==> config.mk <==
export PLATFORM = sky130hd
export DESIGN_NAME = rle_capture_decoder
export DESIGN_NICKNAME = d
export VERILOG_FILES = /design/src/rtl/rle_dec_pkg.sv /design/src/rtl/rle_group_assembler.sv /design/src/rtl/rle_run_fsm.sv /design/src/rtl/rle_limit_gate.sv /design/src/rtl/rle_capture_decoder.sv
export SDC_FILE = /design/constraint.sdc
export NUM_CORES = 1
export LEC_CHECK = 0
export ABC_AREA = 1
export BUFFER_PORTS_ARGS = -buffer_cell sky130_fd_sc_hd__clkbuf_2
export CAP_MARGIN = 10
export CORE_MARGIN = 10
export CORE_UTILIZATION = 40
export CTS_BUF_LIST = sky130_fd_sc_hd__clkbuf_2 sky130_fd_sc_hd__clkbuf_4 sky130_fd_sc_hd__clkbuf_8
export DETAILED_ROUTE_END_ITERATION = 10
export PLACE_DENSITY = 0.56
export SYNTH_ARGS = -nofsm -noshare
export SYNTH_HDL_FRONTEND = slang
export SYNTH_SLANG_ARGS = --single-unit
export TNS_END_PERCENT = 1
==> constraint.sdc <==
create_clock -name clk -period 4.2 [get_ports clk]
set_input_delay 0.63 -clock clk [delete_from_list [all_inputs] [get_ports clk]]
set_output_delay 0.63 -clock clk [all_outputs]
set_load 0.01 [all_outputs]
==> src/rtl/rle_dec_pkg.sv <==
`timescale 1ns/1ps
// Package: shared types for the run-length capture decoder.
// Assumes nothing beyond IEEE 1800-2017 enum support.
package rle_dec_pkg;
    // Intake phase of the group assembler.
    typedef enum logic [1:0] {
        PH_FILL  = 2'd0,  // collecting data words
        PH_NIB   = 2'd1,  // waiting for the nibble word
        PH_DRAIN = 2'd2   // handing rebuilt words downstream
    } grp_phase_e;
endpackage

==> src/rtl/rle_group_assembler.sv <==
`timescale 1ns/1ps
// Module: rle_group_assembler
// Collects GRP data words and one nibble word, then presents GRP rebuilt
// words of MW+NIB bits one at a time on a valid/ready port.
// Assumes GRP is a power of two and GRP*NIB == MW.
module rle_group_assembler
    import rle_dec_pkg::*;
#(
    parameter int MW  = 32,
    parameter int NIB = 4,
    parameter int GRP = 8
) (
    input  logic              clk,
    input  logic              rst_n,
    input  logic [MW-1:0]     in_word,
    input  logic              in_valid,
    output logic              in_ready,
    output logic [MW+NIB-1:0] w_word,
    output logic              w_valid,
    input  logic              w_ready
);
    localparam int IDX_W = $clog2(GRP);
    localparam logic [IDX_W-1:0] LAST = IDX_W'(GRP - 1);

    grp_phase_e       phase_q;
    logic [IDX_W-1:0] idx_q;
    logic [MW-1:0]    nib_q;
    logic [MW-1:0]    dbuf [GRP];
    logic             in_fire;
    logic             w_fire;
    logic [MW-1:0]    nib_sh;

    assign in_ready = (phase_q != PH_DRAIN);
    assign in_fire  = in_valid && in_ready;
    assign w_valid  = (phase_q == PH_DRAIN);
    assign w_fire   = w_valid && w_ready;

    // Select the nibble belonging to the current word position (word 0 = top).
    always_comb begin
        nib_sh = nib_q >> (NIB * (GRP - 1 - int'(idx_q)));
        w_word = {nib_sh[NIB-1:0], dbuf[idx_q]};
    end

    // One storage slot per data word position.
    for (genvar g = 0; g < GRP; g++) begin : g_slot
        // Capture data word g during the fill phase.
        always_ff @(posedge clk) begin
            if (!rst_n)
                dbuf[g] <= '0;
            else if (in_fire && phase_q == PH_FILL && idx_q == IDX_W'(g))
                dbuf[g] <= in_word;
        end
    end

    // Phase sequencing, word index and nibble word capture.
    always_ff @(posedge clk) begin
        if (!rst_n) begin
            phase_q <= PH_FILL;
            idx_q   <= '0;
            nib_q   <= '0;
        end else begin
            case (phase_q)
                PH_FILL: if (in_fire) begin
                    idx_q <= idx_q + 1'b1;
                    if (idx_q == LAST) phase_q <= PH_NIB;
                end
                PH_NIB: if (in_fire) begin
                    nib_q   <= in_word;
                    phase_q <= PH_DRAIN;
                end
                PH_DRAIN: if (w_fire) begin
                    idx_q <= idx_q + 1'b1;
                    if (idx_q == LAST) phase_q <= PH_FILL;
                end
                default: phase_q <= PH_FILL;
            endcase
        end
    end


    nibble_closes_intake_chk: assert property (@(posedge clk) disable iff (!rst_n)
        (in_valid && in_ready && phase_q == PH_NIB) |=> (!in_ready && w_valid));
endmodule

==> src/rtl/rle_run_fsm.sv <==
`timescale 1ns/1ps
// Module: rle_run_fsm
// Two-state run-length interpreter. In the data state a word supplies the
// sample value and an inline count of 1 or 2; a set follow flag makes the
// next word an extension added shifted left by one. Emits the sample once
// per accepted output transfer until the run is exhausted.
// Assumes CH <= WW-2 (run bit at CH, follow flag at WW-1).
module rle_run_fsm #(
    parameter int WW = 36,
    parameter int CH = 34
) (
    input  logic          clk,
    input  logic          rst_n,
    input  logic [WW-1:0] w_word,
    input  logic          w_valid,
    output logic          w_ready,
    output logic [CH-1:0] s_sample,
    output logic          s_valid,
    input  logic          s_ready
);
    localparam int RUN_W = WW + 2;
    localparam int FLAG  = WW - 1;

    logic             ext_q;
    logic [CH-1:0]    smp_q;
    logic [RUN_W-1:0] run_q;
    logic             take;
    logic             w_fire;

    assign s_valid  = !ext_q && (run_q != '0);
    assign s_sample = smp_q;
    assign take     = s_valid && s_ready;
    assign w_ready  = ext_q || (run_q == '0) || (run_q == RUN_W'(1) && take);
    assign w_fire   = w_valid && w_ready;

    // Load data/extension words and count down the run on each transfer.
    always_ff @(posedge clk) begin
        if (!rst_n) begin
            ext_q <= 1'b0;
            smp_q <= '0;
            run_q <= '0;
        end else if (w_fire) begin
            if (ext_q) begin
                run_q <= run_q + RUN_W'({w_word, 1'b0});
                ext_q <= 1'b0;
            end else begin
                smp_q <= w_word[CH-1:0];
                run_q <= RUN_W'(w_word[CH]) + RUN_W'(1);
                ext_q <= w_word[FLAG];
            end
        end else if (take) begin
            run_q <= run_q - RUN_W'(1);
        end
    end


    plain_word_emits_chk: assert property (@(posedge clk) disable iff (!rst_n)
        (w_valid && w_ready && !ext_q && !w_word[FLAG]) |=> s_valid);


    pending_ext_has_run_chk: assert property (@(posedge clk) disable iff (!rst_n)
        ext_q |-> (run_q != '0));
endmodule

==> src/rtl/rle_limit_gate.sv <==
`timescale 1ns/1ps
// Module: rle_limit_gate
// Counts transferred samples and closes the output once the limit is met;
// afterwards upstream samples are drained and discarded.
// Assumes limit is held steady while a capture is decoded.
module rle_limit_gate #(
    parameter int CH    = 34,
    parameter int CNT_W = 32
) (
    input  logic             clk,
    input  logic             rst_n,
    input  logic [CNT_W-1:0] limit,
    input  logic [CH-1:0]    s_sample,
    input  logic             s_valid,
    output logic             s_ready,
    output logic [CH-1:0]    o_sample,
    output logic             o_valid,
    input  logic             o_ready
);
    logic [CNT_W-1:0] cnt_q;
    logic             full;

    assign full     = (cnt_q >= limit);
    assign o_valid  = s_valid && !full;
    assign o_sample = s_sample;
    assign s_ready  = o_ready || full;

    // Count every sample handed downstream.
    always_ff @(posedge clk) begin
        if (!rst_n)
            cnt_q <= '0;
        else if (o_valid && o_ready)
            cnt_q <= cnt_q + 1'b1;
    end


    stall_holds_chk: assert property (@(posedge clk) disable iff (!rst_n)
        (o_valid && !o_ready) |=> (o_valid && $stable(o_sample)));


    limit_freezes_count_chk: assert property (@(posedge clk) disable iff (!rst_n)
        ((cnt_q >= limit) && $stable(limit)) |=> $stable(cnt_q));
endmodule

==> src/rtl/rle_capture_decoder.sv <==
`timescale 1ns/1ps
// Module: rle_capture_decoder (top)
// Capture memory words in, expanded samples out: group assembler, then
// run-length interpreter, then sample-limit gate.
// Assumes GRP*NIB == MW and CHANNELS <= MW+NIB-2.
module rle_capture_decoder #(
    parameter int MW       = 32,
    parameter int NIB      = 4,
    parameter int GRP      = 8,
    parameter int CHANNELS = 34,
    parameter int CNT_W    = 32
) (
    input  logic                clk,
    input  logic                rst_n,
    input  logic [MW-1:0]       in_word,
    input  logic                in_valid,
    output logic                in_ready,
    input  logic [CNT_W-1:0]    sample_limit,
    output logic [CHANNELS-1:0] out_sample,
    output logic                out_valid,
    input  logic                out_ready
);
    localparam int WW = MW + NIB;

    logic [WW-1:0]       w_word;
    logic                w_valid;
    logic                w_ready;
    logic [CHANNELS-1:0] s_sample;
    logic                s_valid;
    logic                s_ready;

    rle_group_assembler #(.MW(MW), .NIB(NIB), .GRP(GRP)) asm_i (
        .clk(clk), .rst_n(rst_n),
        .in_word(in_word), .in_valid(in_valid), .in_ready(in_ready),
        .w_word(w_word), .w_valid(w_valid), .w_ready(w_ready)
    );

    rle_run_fsm #(.WW(WW), .CH(CHANNELS)) fsm_i (
        .clk(clk), .rst_n(rst_n),
        .w_word(w_word), .w_valid(w_valid), .w_ready(w_ready),
        .s_sample(s_sample), .s_valid(s_valid), .s_ready(s_ready)
    );

    rle_limit_gate #(.CH(CHANNELS), .CNT_W(CNT_W)) gate_i (
        .clk(clk), .rst_n(rst_n), .limit(sample_limit),
        .s_sample(s_sample), .s_valid(s_valid), .s_ready(s_ready),
        .o_sample(out_sample), .o_valid(out_valid), .o_ready(out_ready)
    );
endmodule

Word-level counts from Yosys, hierarchy flattened:

Memories as Yosys holds them, arrays and structs flattened. A register that Yosys moved wholly into a read port is not among the register bits.
Index checks and enable logic that the tools add are counted.

* add/sub/neg operators: 6
* $lt $le $gt $ge: 1
* equality and inequality tests: 16
* shift operators: 1
* muxes and demuxes: 48
* bitwise gates (word level): 9
* reduce and logical (&&, ||, !) cells: 31

Operators with widths (number)
* $mux W32: 8
* $mux W38: 3
* $add A38 B37 Y38: 1
* $eq A38 B1 Y1 const B: 1
* $logic_not A38 Y1: 1
* $reduce_bool A38 Y1: 1
* $sub A38 B1 Y38 const B: 1
* $add A32 B1 Y32 const B: 1
* $ge A32 B32 Y1: 1
* $shr A32 B32 Y4: 1
* $mux W1: 26
* $logic_and A1 B1 Y1: 16
* $eq A3 B3 Y1 const B: 4
* $mux W3: 4
* $mux W2: 5
* $ne A2 B2 Y1 const B: 4
* $or A1 B1 Y1: 8
* $eq A3 B2 Y1 const B: 2
* $pmux W2 S3: 1
* $pmux W3 S2: 1
* $reduce_and A5 Y1: 1
* $ne A2 B1 Y1 const B: 2
* $reduce_and A2 Y1: 2
* $reduce_bool A2 Y1: 2
* 12 further kinds: 15

* register bits: 142
* memory bits (writable): 256
* output and inout port bits: 36
* word-level logic and storage cells: 120
* memories: 1

Memory list
* asm_i.dbuf: words 8, width 32, read ports 1, clocked after Yosys merged registers in 1, wr ports 8, RTL line rle_group_assembler.sv:28 `logic [MW-1:0] dbuf [GRP];`

Logic depth before layout (Yosys ltp):

* word-level depth: 10
* gate-level depth with buffers: 24

Modules after synthesis:

Synthesis repeated with hierarchy kept, for this count alone.

* cell total of the unflattened synthesis: 3541
* area, all modules: 25061.5 sq um

By module, submodules not included
* rle_group_assembler: instances 1, cells each 1739, area each 14624.0 sq um, sequential area each 8488.1 sq um
* rle_run_fsm: instances 1, cells each 1255, area each 7148.1 sq um, sequential area each 1461.4 sq um
* rle_limit_gate: instances 1, cells each 547, area each 3289.4 sq um, sequential area each 640.6 sq um

Worst setup path before layout:

No wires, ideal clock.

* kind: register to register
* start point: register asm_i.idx_q[0]
* end point: memory asm_i.dbuf[0][0] (enable)
* setup time: 0.466 ns
* arrival: 3.505 ns
* data required time: 3.734 ns
* path slack: 0.229 ns
* cell stages (with the launch flop): 7
* buffers on the path: 2
* period minus slack after synthesis: 3.971 ns
* cell sequence: dfxtp_1 > clkbuf_1 > clkinv_1 > clkbuf_1 > ha_1 > nand2_1 > o21ai_0

RTL lines
* start, declared: RTL line rle_group_assembler.sv:26 `logic [IDX_W-1:0] idx_q;`
* start signal, assigned: RTL line rle_group_assembler.sv:64 `idx_q <= idx_q + 1'b1;`
* start signal, assigned: RTL line rle_group_assembler.sv:72 `idx_q <= idx_q + 1'b1;`
* end, declared: RTL line rle_group_assembler.sv:28

==> results.cfg <==
[die]
die_w_um = 253
start_util_pct = 40.4
io_pins = 104
num_rows = 85
coreArea_um2 = 53900
dieHeight_um = 253
fp.dieArea_um2 = 64200

[worst_setup_path]
cpPeakStageDelay_ns = 0.37
regToRegEndpoint = fsm_i.run_q[29]$_SDFFE_PN0P_
required_ns = 4.78
path_max_fanout = 23
critPathSlowestCell = inv_2
path_cells = inv_2, buf_4, buf_4, o21ai_0, o22ai_1, nor2_1, a31oi_1, ha_1, a21oi_1, a21boi_0, nand2_1, nand2_1, nand3b_1, nand2_1, nand2_1, a21boi_0, o21ai_0, a21oi_1
cp-start-kind = flop
worstPathArrival_ns = 4.32
rr_worst_depth = 18
cpMostUsedCell = nand2_1
crit_type = reg -> reg
end_kind = flop
r2r_slack_ns = 0.46

[sta]
max_freq_ghz = 0.267
max-slew-margin-rel_pct = 45.6
post-route-period-util_pct = 89.2
hold_slack_ns = 0.262
clock_skew_ns = 0.0380
period_needed_ns = 3.74
tightest_slew_ns = 0.813
rsz0062_at_grt = no
setup-tns-final_ns = 0
setup_viol = 0
hold_viol = 0
report.final.slew_viol_count = 0

[yosys]
synth_top_area_cell = edfxtp_1
avgSynthCellArea_um2 = 7.91
ys.flop_type = edfxtp_1
ys_types = 50
synth_seq_cells = 401
netlist_area_um2 = 21800
ys_warn_count = 0
synthArstFlopShare_pct = 0
yosysSeqAreaShare_pct = 48.6
netlist_instances = 2756
yosys.area.top_type_share_pct = 35.3
synth_nets = 2903
synth_area_leaders = edfxtp_1, dfxtp_1, nor2_1
ys_top_cells_by_count = nor2_1, nand2_1, edfxtp_1
synth_enable_flop_cells = 256
yosysMostFrequentCell = nor2_1

[worst_hold_path]
holdPathStages = 3
hold_path.startpoint = in_word[2]
hold_end = asm_i.nib_q[2]$_SDFFE_PN0P_
hp-class = in -> reg

[grt]
antenna_found_initial = 1
grt_pass1_wl_um = 110000
globalRoute.totalOverflow = 0
grt_max_degree = 76
grt_pass1_vias = 19100
grtUsageTotal_pct = 22.2

[final_layout]
drive_above_1_share_pct = 12.3
final_core_util_pct = 46.4
layout.nets = 3026
area_growth_pct = 14.7
nFillCells = 5333
final_cells = 3639

[placement]
dpl.cell_count = 3498
routabilityCongestion = 0.947
port-buffer-count = 103
hpwl_um = 49000

[detailed_routing]
wire_per_inst_um = 19.9
antenna_left = 0
wl_um = 72300
via_count = 19700
vias_per_cell = 5.42
drtIter0Drc = 1754
dr.pass1.iters = 5
drc_errors = 0

[flow_run]
maxCapViolCount = 0

[power_and_ir_drop]
p_leak_nw = 10.6
pwr_density_cell_nw_per_um2 = 416
peakVddDrop_mv = 0.313

[clock_network]
clk_pin_slew_ns = 0.06
post_cts_buffers = 0
cts.repair.resized = 0
cts_tree = done
cts.sinks = 401
htree_levels = 3
holdBufCountCts = 0
cts_buffer_depth = 3
clk_latency_ns = 0.68
cts_made_buffers = 75
clockRootBuffer = clkbuf_8

[outcome]
outcome = finished clean
## registers in the layout, indices dropped and copies added, names as in the netlist, named ones only
signal          count
fsm_i.s_sample     34
asm_i.nib_q        32
asm_i.dbuf        256
asm_i.phase_q       2
fsm_i.run_q        38
gate_i.cnt_q       32
asm_i.idx_q         3
fsm_i.ext_q         1
## metrics by stage
| stage | total power, mW | setup WS [ns] | cell area, um2 |
|---|---|---|---|
| after floorplan | 5.69 | 0.229 | 21800 |
| after global placement | 6.34 | 0.505 | 23300 |
| after detailed placement | 6.36 | 0.496 | 23300 |
| after CTS | 10.5 | 0.481 | 25000 |
| after global routing | 10.9 | 0.0896 | 25000 |
| final | 10.4 | 0.456 | 25000 |
## kinds of logic (layout without fill, tap and decap cells)
group,after synthesis,count (layout),synth area share [%]
AND/OR/NAND/NOR,1330,1330,25.2
buffers and inverters,358,543,6.42
flip-flops,401,401,48.6
other,0,2,0
adder cells (fa/ha/maj),79,79,4.57
XOR/XNOR,55,55,2.21
AO/OA/AOI/OAI,533,533,13.0
## area by class of cell
cell class | count | area, um2 | share of cell area (%)
Sequential cell | 401 | 10600 | 42.4
Tap cell | 696 | 871 | 3.48
Clock buffer | 114 | 1380 | 5.53
Timing Repair Buffer | 177 | 1150 | 4.60
Antenna cell | 2 | 5.00 | 0.0200
Inverter | 227 | 858 | 3.43
Clock inverter | 25 | 258 | 1.03
Multi-Input combinational cell | 1997 | 9880 | 39.5
## critical path: cells and delay by family, from the launching register on
family,cells,cell delay [ns]
and+or+nand+nor,6,0.60
DFF,1,0.34
buffers and inverters,3,0.81
adders and majority gates,1,0.36
AOI/OAI and AO/OA,8,1.53
## layout by cell type, fill, tap and decap left out, drive strengths merged, types with 38 or more instances in the layout
master	count
nand2	467
o21ai	222
xor2	44
nor2	632
edfxtp	256
inv	224
dfxtp	145
a31oi	38
ha	78
clkbuf	216
buf	75
nand3	122
a21oi	214
## where the power goes
group	internal (mW)	switching [mW]	leakage, nW	total [mW]
Combinational	0.583	1.26	5.85	1.84
Sequential	4.36	0.0951	3.84	4.46
Clock	2.32	1.77	0.865	4.09
Total	7.27	3.12	10.6	10.4
## worst max path at each step
stage | startpoint | end
final | flop | fsm_i.run_q[29]$_SDFFE_PN0P_
after global routing | flop | fsm_i.run_q[35]$_SDFFE_PN0P_
after CTS | flop | fsm_i.run_q[35]$_SDFFE_PN0P_
after detailed placement | flop | fsm_i.run_q[35]$_SDFFE_PN0P_
after global placement | flop | fsm_i.run_q[30]$_SDFFE_PN0P_
after floorplan | asm_i.idx_q[0]$_SDFFE_PN0P_ | asm_i.dbuf[0][0]$_SDFFCE_PN0P_
## routing by layer
metal / up-vias / track usage, % / part of all wire (%)
li1: 9506 / - / -
met1: 9394 / 28.7 / 43
met2: 681 / 37.3 / 48
met3: 131 / 3.60 / 6.9
met4: 0 / 6.74 / 2.4
met5: - / 0 / 0
Note: power is estimated with default switching activity, not from simulation.
